`config.mk`:
```
export PLATFORM = sky130hd
export DESIGN_NAME = led_slice_serializer
export DESIGN_NICKNAME = d
export VERILOG_FILES = /design/src/rtl/led_ser_pkg.sv /design/src/rtl/led_slice_timer.sv /design/src/rtl/led_lane_shift.sv /design/src/rtl/led_frame_ctrl.sv /design/src/rtl/led_slice_serializer.sv
export SDC_FILE = /design/constraint.sdc
export NUM_CORES = 1
export LEC_CHECK = 0
export CAP_MARGIN = 20
export CELL_PAD_IN_SITES_DETAIL_PLACEMENT = 0
export CELL_PAD_IN_SITES_GLOBAL_PLACEMENT = 2
export CORE_MARGIN = 5
export CORE_UTILIZATION = 38
export CTS_BUF_LIST = sky130_fd_sc_hd__clkbuf_8
export DETAILED_ROUTE_END_ITERATION = 10
export PLACE_DENSITY = 0.88
export SLEW_MARGIN = 30
export SYNTH_ARGS = -nofsm -noshare
export SYNTH_HDL_FRONTEND = slang
export SYNTH_SLANG_ARGS = --single-unit
export TNS_END_PERCENT = 100
```
`constraint.sdc`:
```
create_clock -name clk -period 13.2 [get_ports clk]
set_input_delay 2.64 -clock clk [delete_from_list [all_inputs] [get_ports clk]]
set_output_delay 2.64 -clock clk [all_outputs]
set_load 0.03 [all_outputs]
```
`src/rtl/led_ser_pkg.sv`:
```
package led_ser_pkg;

  localparam int PIX_BITS = 24;

  typedef enum logic [1:0] {
    ST_IDLE = 2'd0,
    ST_SEND = 2'd1,
    ST_GAP  = 2'd2
  } ser_state_e;

  function automatic int led_gcd(input int a, input int b);
    int x;
    int y;
    int t;
    x = a;
    y = b;
    while (y != 0) begin
      t = x % y;
      x = y;
      y = t;
    end
    return x;
  endfunction

endpackage

```
`src/rtl/led_slice_timer.sv`:
```
module led_slice_timer #(
  parameter int DIV  = 25,
  parameter int SPB  = 5,
  parameter int SL_W = 3
) (
  input  logic            clk,
  input  logic            rst_n,
  input  logic            run_i,
  output logic            slice_tick_o,
  output logic            bit_end_o,
  output logic [SL_W-1:0] slice_idx_o
);

  localparam int DIV_W = $clog2(DIV + 1);
  localparam logic [DIV_W-1:0] DIV_LAST = DIV_W'(DIV - 1);
  localparam logic [SL_W-1:0]  SL_LAST  = SL_W'(SPB - 1);

  logic [DIV_W-1:0] div_q, div_d;
  logic [SL_W-1:0]  sl_q, sl_d;

  assign slice_tick_o = run_i && (div_q == DIV_LAST);
  assign bit_end_o    = slice_tick_o && (sl_q == SL_LAST);
  assign slice_idx_o  = sl_q;

  always_comb begin
    div_d = div_q;
    sl_d  = sl_q;
    if (!run_i) begin
      div_d = '0;
      sl_d  = '0;
    end else if (slice_tick_o) begin
      div_d = '0;
      sl_d  = (sl_q == SL_LAST) ? '0 : sl_q + SL_W'(1);
    end else begin
      div_d = div_q + DIV_W'(1);
    end
  end

  always_ff @(posedge clk or negedge rst_n) begin
    if (!rst_n) begin
      div_q <= '0;
      sl_q  <= '0;
    end else begin
      div_q <= div_d;
      sl_q  <= sl_d;
    end
  end


  slice_wrap_chk: assert property (@(posedge clk) disable iff (!rst_n)
    bit_end_o |=> (sl_q == '0));


  slice_range_chk: assert property (@(posedge clk) disable iff (!rst_n)
    (sl_q <= SL_LAST) && (div_q <= DIV_LAST));

endmodule

```
`src/rtl/led_lane_shift.sv`:
```
module led_lane_shift #(
  parameter int W = 24
) (
  input  logic         clk,
  input  logic         rst_n,
  input  logic         load_i,
  input  logic         shift_i,
  input  logic [W-1:0] data_i,
  output logic         msb_o
);

  logic [W-1:0] sh_q, sh_d;
  logic         sh_en;

  assign sh_en = load_i || shift_i;
  assign msb_o = sh_q[W-1];

  always_comb begin
    if (load_i) sh_d = data_i;
    else        sh_d = {sh_q[W-2:0], 1'b0};
  end

  always_ff @(posedge clk or negedge rst_n) begin
    if (!rst_n)     sh_q <= '0;
    else if (sh_en) sh_q <= sh_d;
  end

endmodule

```
`src/rtl/led_frame_ctrl.sv`:
```
module led_frame_ctrl
  import led_ser_pkg::*;
#(
  parameter int PIXELS     = 480,
  parameter int GAP_SLICES = 204,
  parameter int DATA_W     = 144
) (
  input  logic              clk,
  input  logic              rst_n,
  input  logic              px_valid_i,
  output logic              px_ready_o,
  input  logic [DATA_W-1:0] px_data_i,
  input  logic              px_sof_i,
  input  logic              px_eof_i,
  input  logic              slice_tick_i,
  input  logic              bit_end_i,
  output logic              timer_run_o,
  output logic              load_o,
  output logic              shift_o,
  output logic [DATA_W-1:0] load_data_o,
  output logic              bit_live_o,
  output logic              frame_done_o,
  output logic              underrun_o,
  output logic              frame_err_o
);

  localparam int FRAME_BITS = PIXELS * PIX_BITS;
  localparam int ACC_W      = $clog2(PIXELS + 1);
  localparam int BITS_W     = $clog2(FRAME_BITS + 1);
  localparam int IDX_W      = $clog2(PIX_BITS);
  localparam int GAP_W      = $clog2(GAP_SLICES + 1);
  localparam logic [ACC_W-1:0]  PIX_CNT   = ACC_W'(PIXELS);
  localparam logic [ACC_W-1:0]  PIX_LAST  = ACC_W'(PIXELS - 1);
  localparam logic [BITS_W-1:0] BITS_INIT = BITS_W'(FRAME_BITS);
  localparam logic [IDX_W-1:0]  IDX_LAST  = IDX_W'(PIX_BITS - 1);
  localparam logic [GAP_W-1:0]  GAP_LAST  = GAP_W'(GAP_SLICES - 1);
  localparam logic              ONE_PIX   = (PIXELS == 1);

  ser_state_e        state_q, state_d;
  logic              hold_vld_q, hold_vld_d;
  logic [DATA_W-1:0] hold_q, hold_d;
  logic [ACC_W-1:0]  acc_cnt_q, acc_cnt_d;
  logic [BITS_W-1:0] bits_left_q, bits_left_d;
  logic [IDX_W-1:0]  bit_idx_q, bit_idx_d;
  logic [GAP_W-1:0]  gap_cnt_q, gap_cnt_d;
  logic              bit_live_q, bit_live_d;
  logic              done_pend_q, done_pend_d;
  logic              done_q, done_d;
  logic              underrun_q, underrun_d;
  logic              err_q, err_d;

  logic accept, bend, pix_end, last_bit;

  assign px_ready_o  = (state_q == ST_IDLE) ||
                       ((state_q == ST_SEND) && !hold_vld_q && (acc_cnt_q < PIX_CNT));
  assign accept      = px_valid_i && px_ready_o;
  assign bend        = bit_live_q && bit_end_i;
  assign pix_end     = bend && (bit_idx_q == IDX_LAST);
  assign last_bit    = bend && (bits_left_q == BITS_W'(1));
  assign load_o      = (state_q == ST_SEND) && hold_vld_q &&
                       (!bit_live_q || (pix_end && !last_bit));
  assign shift_o     = (state_q == ST_SEND) && bend && !pix_end;
  assign load_data_o = hold_q;
  assign timer_run_o = bit_live_q || (state_q == ST_GAP);
  assign bit_live_o  = bit_live_q;
  assign frame_done_o = done_q;
  assign underrun_o  = underrun_q;
  assign frame_err_o = err_q;

  always_comb begin
    state_d     = state_q;
    hold_vld_d  = hold_vld_q;
    hold_d      = hold_q;
    acc_cnt_d   = acc_cnt_q;
    bits_left_d = bits_left_q;
    bit_idx_d   = bit_idx_q;
    gap_cnt_d   = gap_cnt_q;
    bit_live_d  = bit_live_q;
    done_pend_d = 1'b0;
    done_d      = done_pend_q;
    underrun_d  = underrun_q;
    err_d       = err_q;
    unique case (state_q)
      ST_IDLE: begin
        if (accept && px_sof_i) begin
          state_d     = ST_SEND;
          hold_vld_d  = 1'b1;
          hold_d      = px_data_i;
          acc_cnt_d   = ACC_W'(1);
          bits_left_d = BITS_INIT;
          bit_idx_d   = '0;
          if (px_eof_i != ONE_PIX) err_d = 1'b1;
        end
      end
      ST_SEND: begin
        if (accept) begin
          hold_vld_d = 1'b1;
          hold_d     = px_data_i;
          acc_cnt_d  = acc_cnt_q + ACC_W'(1);
          if (px_sof_i || (px_eof_i != (acc_cnt_q == PIX_LAST))) err_d = 1'b1;
        end
        if (bend) begin
          bits_left_d = bits_left_q - BITS_W'(1);
          if (last_bit) begin
            bit_live_d  = 1'b0;
            state_d     = ST_GAP;
            gap_cnt_d   = '0;
            done_pend_d = 1'b1;
          end else if (pix_end) begin
            bit_idx_d = '0;
            if (!hold_vld_q) begin
              bit_live_d = 1'b0;
              underrun_d = 1'b1;
            end
          end else begin
            bit_idx_d = bit_idx_q + IDX_W'(1);
          end
        end
        if (load_o) begin
          hold_vld_d = 1'b0;
          bit_live_d = 1'b1;
          bit_idx_d  = '0;
        end
      end
      ST_GAP: begin
        if (slice_tick_i) begin
          if (gap_cnt_q == GAP_LAST) state_d = ST_IDLE;
          else                       gap_cnt_d = gap_cnt_q + GAP_W'(1);
        end
      end
      default: state_d = ST_IDLE;
    endcase
  end

  always_ff @(posedge clk or negedge rst_n) begin
    if (!rst_n) begin
      state_q     <= ST_IDLE;
      hold_vld_q  <= 1'b0;
      acc_cnt_q   <= '0;
      bits_left_q <= '0;
      bit_idx_q   <= '0;
      gap_cnt_q   <= '0;
      bit_live_q  <= 1'b0;
      done_pend_q <= 1'b0;
      done_q      <= 1'b0;
      underrun_q  <= 1'b0;
      err_q       <= 1'b0;
    end else begin
      state_q     <= state_d;
      hold_vld_q  <= hold_vld_d;
      acc_cnt_q   <= acc_cnt_d;
      bits_left_q <= bits_left_d;
      bit_idx_q   <= bit_idx_d;
      gap_cnt_q   <= gap_cnt_d;
      bit_live_q  <= bit_live_d;
      done_pend_q <= done_pend_d;
      done_q      <= done_d;
      underrun_q  <= underrun_d;
      err_q       <= err_d;
    end
  end

  always_ff @(posedge clk or negedge rst_n) begin
    if (!rst_n)      hold_q <= '0;
    else if (accept) hold_q <= hold_d;
  end


  done_pulse_chk: assert property (@(posedge clk) disable iff (!rst_n)
    frame_done_o |=> !frame_done_o);


  done_drained_chk: assert property (@(posedge clk) disable iff (!rst_n)
    frame_done_o |-> (state_q == ST_GAP) && !bit_live_q && (bits_left_q == '0));


  hold_keep_chk: assert property (@(posedge clk) disable iff (!rst_n)
    (hold_vld_q && !load_o) |=> hold_vld_q);


  underrun_rise_chk: assert property (@(posedge clk) disable iff (!rst_n)
    $rose(underrun_q) |-> (state_q == ST_SEND) && !bit_live_q);

endmodule

```
`src/rtl/led_slice_serializer.sv`:
```
module led_slice_serializer
  import led_ser_pkg::*;
#(
  parameter int LANES    = 6,
  parameter int PIXELS   = 480,
  parameter int CLK_NS   = 10,
  parameter int SEG_A_NS = 250,
  parameter int SEG_B_NS = 500,
  parameter int SEG_C_NS = 500,
  parameter int GAP_NS   = 51000
) (
  input  logic                      clk,
  input  logic                      rst_n,
  input  logic                      px_valid_i,
  output logic                      px_ready_o,
  input  logic [LANES*PIX_BITS-1:0] px_data_i,
  input  logic                      px_sof_i,
  input  logic                      px_eof_i,
  output logic [LANES-1:0]          lanes_o,
  output logic                      frame_done_o,
  output logic                      underrun_o,
  output logic                      frame_err_o
);

  localparam int SLICE_NS   = led_gcd(led_gcd(SEG_A_NS, SEG_B_NS), SEG_C_NS);
  localparam int SLICE_DIV  = SLICE_NS / CLK_NS;
  localparam int SPB        = (SEG_A_NS + SEG_B_NS + SEG_C_NS) / SLICE_NS;
  localparam int GAP_SLICES = (GAP_NS + SLICE_NS - 1) / SLICE_NS;
  localparam int SL_W       = $clog2(SPB + 1);
  localparam int DATA_W     = LANES * PIX_BITS;
  localparam logic [SL_W-1:0] HIGH0 = SL_W'(SEG_A_NS / SLICE_NS);
  localparam logic [SL_W-1:0] HIGH1 = SL_W'((SEG_A_NS + SEG_B_NS) / SLICE_NS);

  logic [1:0]        rst_sync_q;
  logic              rst_n_int;
  logic              slice_tick, bit_end, timer_run;
  logic [SL_W-1:0]   slice_idx;
  logic              load, shift, bit_live;
  logic [DATA_W-1:0] load_data;
  logic [LANES-1:0]  msb;
  logic [LANES-1:0]  word_d, lanes_q;

  always_ff @(posedge clk or negedge rst_n) begin
    if (!rst_n) rst_sync_q <= 2'b00;
    else        rst_sync_q <= {rst_sync_q[0], 1'b1};
  end
  assign rst_n_int = rst_sync_q[1];

  led_slice_timer #(.DIV(SLICE_DIV), .SPB(SPB), .SL_W(SL_W)) u_timer (
    .clk          (clk),
    .rst_n        (rst_n_int),
    .run_i        (timer_run),
    .slice_tick_o (slice_tick),
    .bit_end_o    (bit_end),
    .slice_idx_o  (slice_idx)
  );

  led_frame_ctrl #(.PIXELS(PIXELS), .GAP_SLICES(GAP_SLICES), .DATA_W(DATA_W)) u_ctrl (
    .clk          (clk),
    .rst_n        (rst_n_int),
    .px_valid_i   (px_valid_i),
    .px_ready_o   (px_ready_o),
    .px_data_i    (px_data_i),
    .px_sof_i     (px_sof_i),
    .px_eof_i     (px_eof_i),
    .slice_tick_i (slice_tick),
    .bit_end_i    (bit_end),
    .timer_run_o  (timer_run),
    .load_o       (load),
    .shift_o      (shift),
    .load_data_o  (load_data),
    .bit_live_o   (bit_live),
    .frame_done_o (frame_done_o),
    .underrun_o   (underrun_o),
    .frame_err_o  (frame_err_o)
  );

  for (genvar l = 0; l < LANES; l++) begin : g_lane
    led_lane_shift #(.W(PIX_BITS)) u_shift (
      .clk     (clk),
      .rst_n   (rst_n_int),
      .load_i  (load),
      .shift_i (shift),
      .data_i  (load_data[l*PIX_BITS +: PIX_BITS]),
      .msb_o   (msb[l])
    );
    assign word_d[l] = bit_live && (slice_idx < (msb[l] ? HIGH1 : HIGH0));
  end

  always_ff @(posedge clk or negedge rst_n_int) begin
    if (!rst_n_int) lanes_q <= '0;
    else            lanes_q <= word_d;
  end
  assign lanes_o = lanes_q;


  lockstep_rise_chk: assert property (@(posedge clk) disable iff (!rst_n_int)
    (bit_live && (slice_idx == '0)) |=> (lanes_o == '1));


  quiet_lanes_chk: assert property (@(posedge clk) disable iff (!rst_n_int)
    !bit_live |=> (lanes_o == '0));

endmodule

```
**Word-level counts from Yosys, hierarchy flattened**

Cells that the tools add are included.

- Add/subtract/negate cells: 6
- Order comparisons: 7
- Equality and inequality tests: 23
- Muxes and demuxes: 59
- Bitwise operators: 2
- Reduce and logical (&&, ||, !) cells: 44

Operators by type and width:

| cell | count |
|---|---|
| $pmux W144 S2 | 1 |
| $mux W144 | 1 |
| $mux W24 | 6 |
| $mux W5 | 7 |
| $mux W8 | 4 |
| $mux W14 | 2 |
| $pmux W14 S2 | 1 |
| $mux W2 | 11 |
| $logic_and A1 B1 Y1 | 20 |
| $reduce_and A5 Y1 | 4 |
| $lt A3 B2 Y1 | 6 |
| $mux W9 | 2 |
| $pmux W9 S2 | 1 |
| $pmux W8 S2 | 1 |
| $mux W1 | 15 |
| $eq A14 B1 Y1 const B | 1 |
| $ne A2 B2 Y1 const B | 7 |
| $sub A14 B1 Y14 const B | 1 |
| $reduce_and A3 Y1 | 4 |
| $add A5 B1 Y5 const B | 2 |
| $eq A5 B5 Y1 const B | 2 |
| $pmux W5 S2 | 1 |
| $add A9 B1 Y9 const B | 1 |
| $eq A9 B9 Y1 const B | 1 |
| 21 further kinds | 39 |

- Flip-flop bits (word level): 348
- Input bits: 149
- Output and inout bits: 10
- Word-level logic and storage cells: 163

**Logic depth before layout (Yosys ltp)**

Gate-level depths: netlist of run 1.

- Depth in word-level cells: 12
- Mapped depth: 11
- Gate-level depth less buffers: 6

**Hierarchy**

A second synthesis of run 1 with hierarchy kept.

- Cells, all modules: 1547
- Area total of the unflattened synthesis: 15242.1 sq um

Modules (own cells, without submodules):

| module | instances | cells an instance | area an instance (sq um) | sequential area each (sq um) |
|---|---|---|---|---|
| led_frame_ctrl | 1 | 854 | 7712.4 | 4704.5 |
| led_lane_shift | 6 | 104 | 1124.8 | 600.6 |
| led_slice_timer | 1 | 41 | 420.4 | 200.2 |
| led_slice_serializer | 1 | 28 | 360.3 | 200.2 |

**Worst setup path before layout of run 1**

OpenSTA, ideal clock, no wires.

- Kind: input port to flip-flop
- Start point: input px_valid_i
- End point: register u_ctrl.hold_q[0] (netlist: u_ctrl.load_data_o[0])
- Library setup time: 0.065 ns
- Data arrival time: 4.161 ns
- Path slack: 8.973 ns
- Cell stages on the path: 8
- Path through: nor4bb_1 > clkbuf_1 > a31o_2 > clkbuf_1 > clkbuf_1 > clkbuf_1 > nand2_1 > nand2_1

- Word-level cells in the longest chain between the ends: 4

RTL lines:

| element | RTL line | RTL |
|---|---|---|
| start, declared | led_slice_serializer.sv:14 | `input logic px_valid_i,` |
| $logic_and A1 B1 Y1 * | led_frame_ctrl.sv:56 | `assign accept = px_valid_i && px_ready_o;` |
| $logic_and A1 B1 Y1 | led_frame_ctrl.sv:85 | `if (accept && px_sof_i) begin` |
| $ne A2 B2 Y1 (no source line) | - |  |
| $reduce_and A3 Y1 (no source line) * | - |  |
| end signal, assigned | led_frame_ctrl.sv:165 | `else if (accept) hold_q <= hold_d;` |
| end, declared | led_frame_ctrl.sv:41 | `logic [DATA_W-1:0] hold_q, hold_d;` |

Every way passes the cells marked *; elsewhere a longest branch is shown, timed or not.
A chain may end at the register's enable or synchronous reset.

**Worst setup path after layout of run 1**

- Start point: input px_valid_i
- End point: register u_ctrl.acc_cnt_q[5]

- Word-level cells in the longest chain between the ends: 4
- Elaborated cells on any way between the ends: 5
- Classes of those cells: eq/ne: 2; reduce/logical: 3

RTL lines:

| element | RTL line | RTL |
|---|---|---|
| $logic_and A1 B1 Y1 * | led_frame_ctrl.sv:56 |  |
| $logic_and A1 B1 Y1 | led_frame_ctrl.sv:85 |  |
| $ne A2 B2 Y1 (no source line) | - |  |
| $reduce_and A3 Y1 (no source line) * | - |  |
| end signal, assigned | led_frame_ctrl.sv:151 | `acc_cnt_q <= acc_cnt_d;` |
| end, declared | led_frame_ctrl.sv:42 | `logic [ACC_W-1:0] acc_cnt_q, acc_cnt_d;` |

Marked as above.

==> results of run 1 <==
==> routing by layer <==
layer  up-vias  track usage  wire length [microns]
li1       5196            -                      -
met1      5309        0.228                  16800
met2       191        0.252                  16100
met3        54       0.0334                   1340
met4         0       0.0413                    677
met5         -            0                      0
==> final cells by class <==
cell class                      count  area, sq um  share of cell area
Multi-Input combinational cell    965         5680               0.316
Clock inverter                     23          129             0.00717
Inverter                           15         56.3             0.00313
Tap cell                          518          648              0.0361
Timing Repair Buffer              174         1770              0.0983
Sequential cell                   348         8710               0.485
Clock buffer                       71          977              0.0544
==> worst max path at each step <==
stage,slack (ps),from,cells past startpoint,to
global placement,7390,px_valid_i,8,u_ctrl.acc_cnt_q[3]
finish,7940,px_valid_i,8,u_ctrl.acc_cnt_q[5]
detailed placement,7320,px_valid_i,6,u_ctrl.acc_cnt_q[4]
CTS,7880,u_ctrl.hold_vld_q,4,px_ready_o
floorplan,2780,rst_sync_q[1],0,g_lane[0].u_shift.sh_q[0]
global route,7810,px_valid_i,8,u_ctrl.acc_cnt_q[5]
==> state kept, by name, summed over array words and instances (netlist names), 2 cells and up <==
register / flops
u_ctrl.acc_cnt_q: 9
u_timer.div_q: 5
g_lane.u_shift.sh_q: 144
u_ctrl.bits_left_q: 14
rst_sync_q: 2
u_ctrl.bit_idx_q: 5
u_ctrl.state_q: 2
u_ctrl.load_data_o: 144
u_timer.slice_idx_o: 3
u_ctrl.gap_cnt_q: 8
lanes_o: 6
==> cells in the mapped netlist, types with 5 or more instances <==
cell type  number
nor3_1          6
a211oi_1        6
or4_1          11
nand2b_1        5
o21ai_0        18
clkbuf_1       71
or3_1           6
nor4_1          7
o211ai_1        5
nor2b_1        12
buf_4          10
a21oi_1        14
mux2i_1         6
and2_1        135
mux2_2         20
nor2_1         27
o31ai_1         7
nand4_1        11
buf_2          11
dfrtp_1       348
nand2_1       455
nand3_1        16
ha_1           15
a221o_1       131
inv_1          15
==> cells in the final DEF (no fill, tap or decap), types with 3 or more instances in the layout <==
cell             instances
nand4b_1                 3
nor3_1                   6
or3_1                    6
and2_1                 135
a21oi_1                 14
nand3_1                 16
and4b_1                  3
or4_1                   11
xor2_1                   4
mux2_2                  20
a211oi_1                 6
nand2b_1                 5
o211ai_1                 5
dfrtp_1                347
nand4_1                 11
and3_1                   4
clkinv_2                 3
buf_6                    3
clkbuf_8                71
a221o_1                131
o21ai_0                 18
nor2b_1                 12
mux2i_1                  6
o31ai_1                  7
inv_1                   31
buf_4                   10
nand2_1                455
clkdlybuf4s50_1        158
a31o_2                   3
nor2_1                  27
ha_1                    15
a41oi_1                  3
nor4_1                   6
==> stage by stage <==
| stage | instances | worst slack (ps) | power, mW | instance area (sq um) |
|---|---|---|---|---|
| after floorplan | 1422 | 2780 | 2.02 | 14800 |
| after global placement | 2018 | 7390 | 2.21 | 16800 |
| after detailed placement | 2018 | 7320 | 2.24 | 16800 |
| after CTS | 2112 | 7880 | 3.18 | 17900 |
| after global routing | 2114 | 7810 | 3.36 | 18000 |
| final | 2114 | 7940 | 3.13 | 18000 |
==> cells by family after synthesis <==
| logic type | count (synthesis) |
|---|---|
| compound gates | 206 |
| xor+xnor | 6 |
| fa+ha+maj | 15 |
| buf+inv | 109 |
| flops | 348 |
| mux | 26 |
| other cells | 1 |
| simple gates | 711 |
==> worst max-delay path: cells and delay by family <==
family / cells / cell delay, ps
AOI/OAI and AO/OA: 2 / 200
buffers and inverters: 4 / 1840
and+or+nand+nor: 2 / 1020
==> report_power, final <==
group | switching [mW] | total [mW] | leakage (nW) | internal [mW]
Combinational | 0.305 | 0.585 | 3.46 | 0.280
Clock | 0.421 | 0.920 | 0.626 | 0.498
Sequential | 0.205 | 1.62 | 4.39 | 1.42
Total | 0.931 | 3.13 | 8.48 | 2.20
==> run metrics, run 1 <==
number of synthesized register bits ~350; PD cells between 150 and 200 nW/um^2; RSZ-0062 raised after global routing false; top post-synthesis cells by area dfrtp_1 59%, nand2_1 12%, a221o_1 8.9%; HPWL after DPL about 21 mm; Crit. End Element flip-flop; CP max FO 85; leading area contributor after synthesis dfrtp_1; PortBufs roughly 160; max-capacitance violation count 0; DR vias ~11000; # H-tree levels 2; CTS Hold Buffers Added 0; Post-Synth XOR/XNOR Area 0.00355; via/cell ratio 5.09; post-CTS setup buffer count 0; largest family of logic cells by synthesized area simple AND/OR/NAND/NOR gates; adder-cell share of the synthesized area 0.0127; total grt overflow 0; number of library cell types mapped by synthesis between 50 and 60; crit path cell chain clkdlybuf4s50_1 -> nor4bb_2 -> buf_4 -> a31oi_4 -> buf_4 -> buf_4 -> or4_1 -> a21oi_1; Pins Over Slew Limit 0; proportion of netlist area held by the largest area contributor 0.588; Reg2Reg Setup Slack 9470 ps; Synth-to-Final Area Change 21.4%; core area between 30000 and 40000 sq um; final core occ 0.466; layout cells sized above 1 0.0783; asr flop ratio synth 1.00; initial antenna violation count 0; first-pass GRT wire length 58.2 mm; predominant post-synthesis flop cell dfrtp_1; Final nets 1726; die area around 43000 sq um; # diodes 0; DR pass1 iterations 5; static leakage roughly 8.5 nW; Post-synth EDFFs 0; drt initial violations 600; clk buf depth 3; reg2reg path depth 8; worst setup path class input port to flip-flop; Final Hold Viols 0; post-synthesis simple-gate area fraction 0.221; worst reg2reg startpoint u_timer.div_q[0]; fin crit period between 5000 and 6000 ps; max_slew headroom 0.395; f_max approximately 190 MHz; DIE WIDTH ~210 microns; CP Data Required Time between 10000 and 15000 ps; Min-Delay Path Class flip-flop to async pin; worst hold slack between 200 and 250 ps; IO Count ~160; Syn. warnings 0; Filler cells about 3600; critical path's largest stage delay 620 ps; Final Cycle Share 0.398; Worst VDD drop 0.0000643 V; outcome finished, final reports clean; vias in the first global route about 11000; clk sink count 348; total CTS buffers 58; final setup vio count 0; Die Ht between 200 and 250 microns; ANT nets after route 0; Initial Util 0.384; post_cts resized 0; Total Routed Length about 35 mm; syn_area_per_cell around 10 sq um; WL/cell ~17 microns; cells after synthesis roughly 1400; post-synthesis compound-gate area fraction 0.123; Worst R2R End g_lane[4].u_shift.sh_q[22]; largest net degree at the start of global routing between 150 and 200; Post-Syn Nets about 1600; CTS tree yes; CTS Root Buffer Type clkbuf_8; Clock transition at path regs approximately 60 ps; Worst Tran Pin Value a little over 900 ps; overall routing resource usage 0.160; DRC violations left 0; Clk Latency, worst-skew pair roughly 630 ps; row cnt 72; sequential share of the synthesized area 0.588; Worst Path Arrival 5800 ps; Slowest-stage cell, CP clkdlybuf4s50_1; final setup TNS 0 ps; Post-Syn Area between 10000 and 15000 sq um; mux contribution to synthesized area 0.0193; GP Congestion roughly 0.77; Worst Skew approximately 24 ps; Worst setup SP type input port; most used cell, CP buf_4
Note: power is estimated with default switching activity, not from simulation.
==> run 2, diff against run 1 <==
- clock period: 13.2 -> 5 ns (I/O delays scaled with it)
==> run 2 against run 1 <==
Global-route usage is 0.20 points higher. Design area up 0.46%. Clock skew is 9.5 ps lower. Sequential power grew to 2.6 times the previous value. Die area unchanged. Sequential share of layout area decreased by 0.22 points. Worst hold slack gained 28 ps.
==> run metrics, run 2 (synthesized netlist as in run 1, its figures left out) <==
outcome finished, final reports clean; NetSw 2.49 mW (+170%); DR pass1 iterations 4 (-1); Pins Over Slew Limit 0 (unchanged); max-capacitance violation count 0 (unchanged); Min-Delay Path Class flip-flop to async pin; DIE WIDTH 207 microns (unchanged); M1 wire length 16.7 mm (-0.59%); Total Routed Length 35.1 mm (+0.50%); DR vias 10800 (+0.51%); most frequent cells in the layout 455 x nand2_1, 347 x dfrtp_1, 158 x clkdlybuf4s50_1; Crit. End Element output port; PD cells 462 nW/um^2 (+170%); metal2 WL 16.3 mm (+1.5%); Synth-to-Final Area Change 22.0%; clk sink count 348 (unchanged); initial antenna violation count 0 (unchanged); Slowest-stage cell, CP clkdlybuf4s50_1; CP startpoint u_ctrl.hold_vld_q; CTS Hold Buffers Added 0 (unchanged); f_max about 290 MHz; Final Cycle Share 0.690; post_cts resized 0 (unchanged); largest net degree at the start of global routing 142 (-12%); vias in the first global route 11300 (+2.9%); Final nets 1728 (+0.12%); CTS Root Buffer Type clkbuf_8; overall routing resource usage 0.162 (+0.00199); WL/cell 16.5 microns (-0.11%); first-pass GRT wire length 58.9 mm (+1.1%); Clock Power Share 0.298 (+0.004); # H-tree levels 2 (unchanged); # diodes 0 (unchanged); clk buf depth 3 (unchanged); HPWL after DPL 21.2 mm (+1.8%); Post-DP Area 16900 sq um (+0.42%); Sw Share 0.299 (+0.00194); total power 8.33 mW (+170%); max_slew headroom 0.388 (-0.00719); metal3 WL 1.36 mm (+1.2%); highest metal used met4; commonest non-fill, non-tap cell in the layout nand2_1; Int Pwr 5.84 mW (+170%); total CTS buffers 60 (+3.4%); CP max FO 8 (-91%); CP Data Required Time 4000 ps (-9740 ps); DRC violations left 0 (unchanged); Post-Layout Inst Area 18100 sq um (+0.46%); layout cells sized above 1 0.0796 (+0.00123); Worst setup SP type flip-flop; fin crit period between 3000 and 4000 ps; Worst Skew 14.9 ps (-9.54 ps); ANT nets after route 0 (unchanged); Clk Latency, worst-skew pair 640 ps (about the same); core area 38600 sq um (unchanged); share of power burned in registers 0.515 (-0.004); post-CTS setup buffer count 0 (unchanged); combinational fraction of design power 0.187 (about the same); Reg2Reg Setup Slack 1580 ps (-7890 ps); Clock transition at path regs 60 ps (about the same); Final Hold Viols 0 (unchanged); crit path cell chain a41oi_1 -> nor2b_1 -> nor2_1 -> clkdlybuf4s50_1; Worst Tran Pin Value 906 ps (-1.57 ps); PortBufs 158 (unchanged); static leakage 8.56 nW (+0.95%); CTS tree yes; Post-Place Worst Slack 1390 ps (-5930 ps); drt initial violations 843 (+41%); worst setup path class flip-flop to output port; Initial Util 0.384 (unchanged); Worst VDD drop 0.000239 V (+270%); Die Ht 207 microns (unchanged); total grt overflow 0 (unchanged); Worst Path Arrival 2450 ps (-3350 ps); placed insts 2020 (+0.099%); reg2reg path depth 8 (unchanged); critical path's largest stage delay 680 ps (+60 ps); worst reg2reg startpoint u_timer.div_q[0]; final setup TNS 0 ps (unchanged); via/cell ratio 5.08 (-0.10%); RSZ-0062 raised after global routing false; final setup vio count 0 (unchanged); GP Congestion 0.775 (+0.13%); die area 43000 sq um (unchanged); row cnt 72 (unchanged); IO Count 159 (unchanged); worst setup margin 1550 ps (-6390 ps); fin cells 2127 (+0.61%)
-- run 2: cell types whose count changed in the layout (fill, tap and decap cells not counted), moves of 2 or more --
cell      change
clkbuf_8      +4
buf_6         -2
inv_1        +10
buf_16        -2
buf_12        +5
-- run 2: final timing paths --
path | end
max | px_ready_o
min | u_ctrl.load_data_o[111]
max reg2reg | g_lane[0].u_shift.sh_q[0]
min reg2reg | u_ctrl.load_data_o[111]
max in group asynchronous | lanes_o[1]
min in group clk | rst_sync_q[1]
-- run 2: power groups by stage --
stage | Sequential, mW | Clock (mW) | Combinational (mW)
2_1_floorplan | 4.24 | 0 | 1.08
5_1_grt | 4.41 | 2.71 | 1.81
6_report | 4.29 | 2.48 | 1.55
3_3_place_gp | 4.31 | 0 | 1.53
4_1_cts | 4.30 | 2.58 | 1.60
3_5_place_dp | 4.33 | 0 | 1.59
-- run 2: per-layer routing --
layer  up-vias  track usage
met5         -            0
met4         0       0.0440
met3        53       0.0329
met2       186        0.257
met1      5351        0.228
li1       5215            -
-- run 2: through the flow --
step / hold slack, ps / utilization
2_1_floorplan: 331 / -
3_3_place_gp: 279 / 0.438
3_5_place_dp: 283 / 0.438
4_1_cts: 287 / 0.468
5_1_grt: 321 / 0.468
6_report: 268 / 0.468
-- run 2: worst max-delay path, delay by kind of cell (launching register included) --
kind                   cells  cell delay (ps)
AOI/OAI and AO/OA          1              430
and+or+nand+nor            2              220
DFF                        1              480
buffers and inverters      1              680
-- run 2: area by class of cell --
cell class,count,area (sq um)
clock buffer,75,1030
clock inverter,32,141
fill,3724,20500
inverter,15,56.3
multi-input combinational,965,5680
sequential,348,8710
tap,518,648
timing repair buffer,174,1780
==> run 3, diff against run 2 <==
- clock period: 5 -> 3.3 ns (I/O delays scaled with it)
==> run 3 against run 2 <==
Global-route usage increased by 0.18 points. Clock skew increased by 7.2 ps. Count of clock-buffer cells in the layout unchanged. Total power increased by 54%. Sequential share of layout area decreased by 0.58 points. First-iteration DRC count decreased by 8.3%. Sequential cell count unchanged. Sequential power increased by 52%. Critical path depth unchanged. Worst hold slack got worse by 65 ps. Final cell count increased by 0.71%. Highest routed layer unchanged.
==> run metrics, run 3 (synthesized netlist as in run 1, its figures left out) <==
Initial Util 0.384 (unchanged); max-capacitance violation count 0 (unchanged); Worst Skew 22.1 ps (+7.24 ps); most frequent cells in the layout 455 x nand2_1, 347 x dfrtp_1, 158 x clkdlybuf4s50_1; GRT met2 Usage 0.259 (+0.00158); ANT nets after route 0 (unchanged); DR vias 10900 (+0.84%); commonest non-fill, non-tap cell in the layout nand2_1; Total Routed Length 35.1 mm (about the same); vias in the first global route 11300 (+0.44%); Final nets 1743 (+0.87%); Worst VDD drop 0.000312 V (+30%); Final Cycle Share 0.961; post_cts resized 0 (unchanged); Post-Layout Inst Area 18300 sq um (+1.2%); Synth-to-Final Area Change 23.5%; PD cells 701 nW/um^2 (+52%); Pins Over Slew Limit 0 (unchanged); share of power burned in registers 0.510 (-0.005); Min-Delay Path Class input port to async pin; worst reg2reg startpoint u_ctrl.bits_left_q[9]; GR met3 Demand/Resource 0.0317 (-0.00121); NetSw 3.85 mW (+54%); # diodes 0 (unchanged); die area 43000 sq um (unchanged); outcome finished, final reports clean; CTS tree yes; Final Hold Viols 0 (unchanged); max_slew headroom 0.467 (+0.0791); drt initial violations 773 (-8.3%); core area 38600 sq um (unchanged); CTS Root Buffer Type clkbuf_8; first-pass GRT wire length 59.3 mm (+0.73%); worst hold slack 204 ps (-64.6 ps); Post-DP Area 17100 sq um (+1.1%); worst setup path class flip-flop to output port; DR pass1 iterations 5 (+1); Worst Path Arrival 2510 ps (+60 ps); Int Pwr 8.96 mW (+54%); f_max ~320 MHz; DRC violations left 0 (unchanged); Clock Power Share 0.304 (+0.006); largest net degree at the start of global routing 92 (-35%); layout cells sized above 1 0.0936 (+0.0140); # H-tree levels 2 (unchanged); overall routing resource usage 0.164 (+0.00181); Die Ht 207 microns (unchanged); HPWL after DPL 21.9 mm (+3.5%); CTS Hold Buffers Added 0 (unchanged); PortBufs 158 (unchanged); CP startpoint u_ctrl.hold_vld_q; static leakage 8.65 nW (+1.1%); Crit. End Element output port; CP Data Required Time 2640 ps (-1360 ps); final core occ 0.474 (+0.00571); DIE WIDTH 207 microns (unchanged); post-CTS setup buffer count 0 (unchanged); clk sink count 348 (unchanged); initial antenna violation count 0 (unchanged); clk buf depth 3 (unchanged); Sw Share 0.301 (+0.00127); Clock transition at path regs 70 ps (about the same); row cnt 72 (unchanged); Worst setup SP type flip-flop; GP Congestion 0.792 (+2.2%); WL/cell 16.4 microns (-0.63%); fin crit period 3170 ps; RSZ-0062 raised after global routing false; IO Count 159 (unchanged); Worst Tran Pin Value 792 ps (-114 ps); combinational fraction of design power 0.186 (about the same); total CTS buffers 60 (unchanged); met1 Usage GRT 0.232 (+0.00309); Clk Latency, worst-skew pair 630 ps (about the same); final setup vio count 0 (unchanged); CP max FO 8 (unchanged); global routing's busiest layer met2; via/cell ratio 5.09 (+0.14%); total grt overflow 0 (unchanged)
[run 3: metal layers]
metal | vias to the layer above | part of all wire
li1 | 5237 | -
met1 | 5383 | 0.48
met2 | 220 | 0.46
met3 | 56 | 0.042
met4 | 0 | 0.020
met5 | - | 0
[run 3: layout make-up]
class,count,area [sq um]
Multi-Input combinational cell,965,5680
Fill cell,3700,20300
Timing Repair Buffer,189,1960
Tap cell,518,648
Clock inverter,32,178
Clock buffer,75,1030
Sequential cell,348,8710
Inverter,15,56.3
[run 3: power groups by stage]
| stage | registers [mW] | clock network [mW] | logic [mW] |
|---|---|---|---|
| finish | 6.53 | 3.90 | 2.38 |
| global route | 6.72 | 4.24 | 2.77 |
| CTS | 6.54 | 4.04 | 2.44 |
| detailed placement | 6.58 | 0 | 2.44 |
| global placement | 6.56 | 0 | 2.34 |
| floorplan | 6.42 | 0 | 1.63 |
[run 3: metrics by stage]
step	setup WS [ps]	setup TNS (ps)	instances	total power, mW
4_1_cts	63.3	0	2142	13.0
6_report	128	0	2142	12.8
2_1_floorplan	-139	-48060	1422	8.05
5_1_grt	6.02	0	2142	13.7
3_5_place_dp	439	0	2035	9.03
3_3_place_gp	471	0	2035	8.89
[run 3: worst paths after layout]
check	end	slack, ps	depth (start not counted)
max	px_ready_o	130	4
min	rst_sync_q[0]	200	1
max reg2reg	g_lane[4].u_shift.sh_q[6]	460	5
min reg2reg	g_lane[1].u_shift.sh_q[18]	350	0
max in group asynchronous	u_timer.div_q[4]	2040	1
min in group clk	rst_sync_q[1]	350	0
[run 3: critical path: stages, from the launching register on]
cell,delay (ps)
dfrtp_1,470
a41oi_1,450
nor2b_1,90
nor2_1,180
clkdlybuf4s50_1,710
